==> src/rtl/igrp_tracker.sv <==
module igrp_tracker #(
  parameter int GID_W = 8,
  parameter int NSLOT = 3
) (
  input  logic                   clk,
  input  logic                   rst,
  input  logic                   in_valid,
  output logic                   in_ready,
  input  logic [NSLOT-1:0]       stop_after,
  input  logic [NSLOT-1:0]       br_taken,
  input  logic [NSLOT-1:0]       brk_branch,
  input  logic [NSLOT-1:0]       rsv_fault,
  input  logic [NSLOT-1:0]       brk_other,
  input  logic [NSLOT-1:0]       chk_op,
  input  logic [NSLOT-1:0]       rfi_op,
  input  logic [NSLOT-1:0]       long_br,
  output logic                   out_valid,
  input  logic                   out_ready,
  output logic [NSLOT*GID_W-1:0] slot_gid,
  output logic [NSLOT-1:0]       grp_end,
  output logic [3*NSLOT-1:0]     end_why
);
  localparam logic [2:0] WHY_STOP  = 3'd0;
  localparam logic [2:0] WHY_TAKEN = 3'd1;
  localparam logic [2:0] WHY_BRK   = 3'd2;
  localparam logic [2:0] WHY_RSV   = 3'd3;
  localparam logic [2:0] WHY_XSTOP = 3'd4;

  logic [GID_W-1:0] cnt;
  logic [GID_W-1:0] run [NSLOT+1];
  logic [NSLOT-1:0] closes;
  logic             fire;

  assign fire      = in_valid && out_ready;
  assign in_ready  = out_ready;
  assign out_valid = in_valid;
  assign run[0]    = cnt;

  for (genvar i = 0; i < NSLOT; i++) begin : g_slot
    logic       xfer;
    logic [2:0] why;
    assign xfer      = brk_other[i] | chk_op[i] | rfi_op[i] | long_br[i];
    assign closes[i] = stop_after[i] | br_taken[i] | brk_branch[i] | rsv_fault[i];
    assign grp_end[i] = in_valid && closes[i];
    assign run[i+1]  = run[i] + GID_W'(closes[i]);
    assign slot_gid[i*GID_W +: GID_W] = run[i];

    always_comb begin
      if (!grp_end[i])        why = WHY_STOP;
      else if (rsv_fault[i])  why = WHY_RSV;
      else if (brk_branch[i]) why = WHY_BRK;
      else if (br_taken[i])   why = WHY_TAKEN;
      else if (xfer)          why = WHY_XSTOP;
      else                    why = WHY_STOP;
    end
    assign end_why[i*3 +: 3] = why;
  end

  always_ff @(posedge clk) begin
    if (rst)       cnt <= '0;
    else if (fire) cnt <= run[NSLOT];
  end
endmodule


==> config.mk <==
export PLATFORM = sky130hd
export DESIGN_NAME = igrp_tracker
export DESIGN_NICKNAME = d
export VERILOG_FILES = /design/src/rtl/igrp_tracker.sv
export SDC_FILE = /design/constraint.sdc
export NUM_CORES = 1
export LEC_CHECK = 0
export BUFFER_PORTS_ARGS = -buffer_cell sky130_fd_sc_hd__buf_2
export CORE_MARGIN = 2
export CORE_UTILIZATION = 47
export DETAILED_ROUTE_END_ITERATION = 7
export PLACE_DENSITY = 0.8
export SLEW_MARGIN = 10
export SYNTH_ARGS = -nofsm -noshare
export SYNTH_HDL_FRONTEND = slang
export SYNTH_SLANG_ARGS = --single-unit
==> constraint.sdc <==
create_clock -name clk -period 3.6 [get_ports clk]
set_input_delay 0.36 -clock clk [delete_from_list [all_inputs] [get_ports clk]]
set_output_delay 0.36 -clock clk [all_outputs]
set_load 0.01 [all_outputs]
# Word level (Yosys, flattened, before mapping)
# Index checks and enable logic that the tools add are counted.
[word_totals]
reg_bits = 8
in_bits = 28
out_inout_bits = 38
wordCells = 41
[classes]
n_addsub = 3
muxes = 15
bitwise = 18
n_reduce_logical = 4
[ops]
columns = ["cell", "count"]
rows = [
  ["3-bit two-way mux", 15],
  ["8-bit by 1-bit adder with 8-bit output", 3],
  ["1-bit OR", 18],
  ["1-bit logical AND", 4],
]

# Depth between registers and ports, before layout
[logic_depth]
depth_word = 8
ltp_mapped = 13
mapped_depth_nobuf = 12

# Worst setup path after synthesis
# OpenSTA, ideal clock, no wires.
[synth_timing]
path_kind = "input to register"
from = "in rsv_fault[0]"
to = "reg cnt[6]"
setup_ns = 0.088
arrival_time_ns = 2.640
t_required_ns = 3.512
slack_ns = 0.872
path_stages = 11
path_buffers = 1
path_cell_list = "nor3_1 nand2b_1 ha_1 ha_1 buf_6 or4_1 a21boi_1 o21ai_2 xnor2_4 or3_1 a311oi_2"
[synth_rtl]
columns = ["item", "line", "rtl"]
rows = [
  ["start: declaration", "12", "input logic [NSLOT-1:0] rsv_fault,"],
  ["end signal: assignment", "61", "else if (fire) cnt <= run[NSLOT];"],
  ["end: declaration", "29", "logic [GID_W-1:0] cnt;"],
]

# Final worst setup path
[layout_timing]
from = "in rsv_fault[0]"
to = "out slot_gid[21]"
[layout_between]
elab_chain_len = 3
[layout_lines]
columns = ["item", "line", "rtl"]
rows = [
  ["1-bit OR", "43", "assign closes[i] = stop_after[i] | br_taken[i] | brk_branch[i] | rsv_fault[i];"],
  ["8-bit by 1-bit adder with 8-bit output (2 in series)", "45", "assign run[i+1] = run[i] + GID_W'(closes[i]);"],
  ["end: declaration", "19", "output logic [NSLOT*GID_W-1:0] slot_gid,"],
]
# No other way between the ends.

==> results.py <==
metrics = {
    "status": {
        "status": "completed",
    },
    "place": {
        "gp_congestion": 0.894,
        "dp.cells": 231,
        "portBuffers": 65,
        "place_hpwl_mm": 2.39,
    },
    "sta": {
        "setup_tns_ps": 0,
        "hold_viol": 0,
        "relSlewSlack_pct": 60.7,
        "finalCritPeriodShare_pct": 84.6,
        "setup_violations": 0,
        "hold_slack_ps": 417,
        "rsz0062_at_grt": "false",
        "fin_skew_ps": 5.06,
        "finalCriticalPeriod_ps": 3050,
        "slew_viol_final": 0,
        "worst_pin_slew_ps": 589,
        "fmax_ghz": 0.328,
    },
    "min_path": {
        "min_path_type": "in2reg",
    },
    "route": {
        "post-route-drc-count": 0,
        "vias": 1256,
        "postRouteAntennaNets": 0,
        "wl_per_cell_um": 12.5,
        "viasPerCell": 5.37,
        "drt_iter0_drc": 27,
        "wirelength_mm": 2.93,
        "dr.pass1.iters": 4,
    },
    "grt": {
        "grt_pass1_wl_mm": 4.80,
        "antenna_found_initial": 0,
        "gr-total-overflow": 0,
        "grt_util_all_layers_pct": 17.7,
        "grt_pass1_vias": 1128,
        "grt_max_degree": 14,
    },
    "floorplan": {
        "dieArea_um2": 3390,
        "io_pins": 66,
        "start_util_pct": 49.8,
        "num_rows": 19,
        "die_h_um": 58.3,
        "core-area_um2": 2780,
        "die_x_um": 58.3,
    },
    "synth": {
        "yosys.area_share.xor_xnor_pct": 13.3,
        "synth_top_family_by_area": "simple AND/OR/NAND/NOR gates",
        "syn_area_um2": 1380,
        "ys_seq_area_share_pct": 11.6,
        "syn_inst": 170,
        "ys_types": 57,
        "syn_nets": 205,
        "synth_compound_area_share_pct": 16.3,
        "synthSimpleGateAreaFrac_pct": 31.0,
        "synth-adder-area-share_pct": 7.14,
        "synth_mux_area_share_pct": 0.723,
        "synth_flop_cell": "dfxtp_1",
        "yosysWarnings": 0,
        "syn-mean-instance-area_um2": 8.14,
        "ys_async_sr_fraction_pct": 0,
        "ys_ff_latch": 8,
        "synth_edf_count": 0,
    },
    "final_layout": {
        "largest_reg_flops": 8,
        "final_common_cell": "buf_2",
        "fin_cells": 234,
        "final_cell_mix": "65 x buf_2, 13 x nand2_1, 9 x nor2_1, 8 x xnor2_1, 8 x dfxtp_1",
        "drive_gt1_share_pct": 43.8,
        "nets": 240,
        "antenna_cells": 0,
        "top_register": "cnt",
        "post-route-util_pct": 54.4,
        "layout_top_registers": "cnt: 8 flops",
        "area_growth_pct": 9.31,
    },
    "clocking": {
        "path_clk_slew_ps": 60,
        "cts_sinks": 8,
        "cts_hold_buf": 0,
        "clockBufferDepth": 2,
        "post_cts_resized": 0,
        "insertion_delay_ps": 260,
        "h-tree-depth": 1,
        "numCtsBuffers": 3,
        "post_cts_buffers": 0,
        "cts-root-buf": "clkbuf_4",
        "cts_tree": "built",
    },
    "critical_path": {
        "cp.arrival_ps": 2690,
        "cp_max_fo": 5,
        "rrSetupSlack_ps": 900,
        "crit_type": "in2out",
        "crit_start": "rsv_fault[0]",
        "slowest_delay_ps": 330,
        "slowest_stage": "ha_1",
        "r2r-start": "cnt[1]",
        "crit_path_end": "slot_gid[21]",
        "reg2reg_to": "cnt[6]",
        "cp-start-kind": "primary input",
        "cp-end-kind": "output pin",
        "reg2reg_depth": 8,
        "critical_path.cell_chain": "buf_2 > nor3_1 > nand2b_1 > ha_1 > ha_1 > and3b_1 > maj3_2 > a21oi_1 > nand2b_4 > xor2_1 > inv_1 > buf_2",
        "critPathRequiredTime_ps": 3240,
    },
    "power": {
        "peakVddDrop_uv": 202,
        "p_leak_nw": 0.697,
        "power_mw": 0.352,
        "powerDensity_nw_per_um2": 233,
    },
    "flow_run": {
        "cap_violations": 0,
    },
}
## worst min path at each step
stage           start     end  depth (start not counted)
6_report          rst  cnt[1]                          2
5_1_grt           rst  cnt[6]                          2
4_1_cts           rst  cnt[6]                          2
3_5_place_dp   cnt[0]  cnt[0]                          2
3_3_place_gp   cnt[0]  cnt[0]                          2
2_1_floorplan  cnt[0]  cnt[0]                          2
## worst max-delay path, delay by kind of cell
kind	cells	cell delay [ps]
adder cells (fa/ha/maj)	3	840
AND/OR/NAND/NOR	4	760
buffers and inverters	3	310
XOR/XNOR	1	230
AO/OA/AOI/OAI	1	190
## where the power goes
part | switching, mW | internal (mW) | total, mW
Clock | 0.0317 | 0.0382 | 0.0700
Sequential | 0.0154 | 0.0947 | 0.110
Combinational | 0.0902 | 0.0818 | 0.172
## cell usage after synthesis (all sizes together), types with 2 or more instances
cell,instances,area [µm²]
and3,5,41.3
ha,7,87.6
xor2,4,42.6
a211oi,3,22.5
inv,5,18.8
and2,5,32.5
nor2b,4,32.5
nand3,5,35.0
a21oi,6,33.8
dfxtp,8,160
nor2,9,33.8
buf,34,254
nor4b,2,23.8
o21ai,6,33.8
nand2,13,48.8
nand4,2,12.5
o21a,6,45.0
o22ai,2,18.8
nand2b,5,38.8
nor3,5,25.0
a311oi,2,30.0
or4,4,30.0
xnor2,11,141
## cell type report
type | instances | area [µm²]
Fill cell | 283 | 1270
Multi-Input combinational cell | 122 | 947
Timing Repair Buffer | 65 | 325
Sequential cell | 8 | 160
Tap cell | 31 | 38.8
Clock buffer | 3 | 22.5
Inverter | 5 | 18.8
## routing by layer
layer	routed length, µm	GRT usage, %	up-vias
met5	0	0	-
met4	16	2.99	0
met3	180	3.13	2
met2	1470	31.9	47
met1	1270	22.1	570
li1	-	-	637
## kinds of logic after synthesis
kind of cell / after synthesis
buffers and inverters: 40
xor gates and xnor gates: 15
muxes: 1
adders and majority gates: 8
DFF: 8
AOI/OAI and AO/OA: 30
and+or+nand+nor: 68
## per-stage QoR
step	setup WS [ps]	cell area [µm²]
3_5_place_dp	543	1490
5_1_grt	303	1510
6_report	553	1510
4_1_cts	544	1510
2_1_floorplan	872	1380
3_3_place_gp	570	1490
Power figures use the tool's default switching activity.
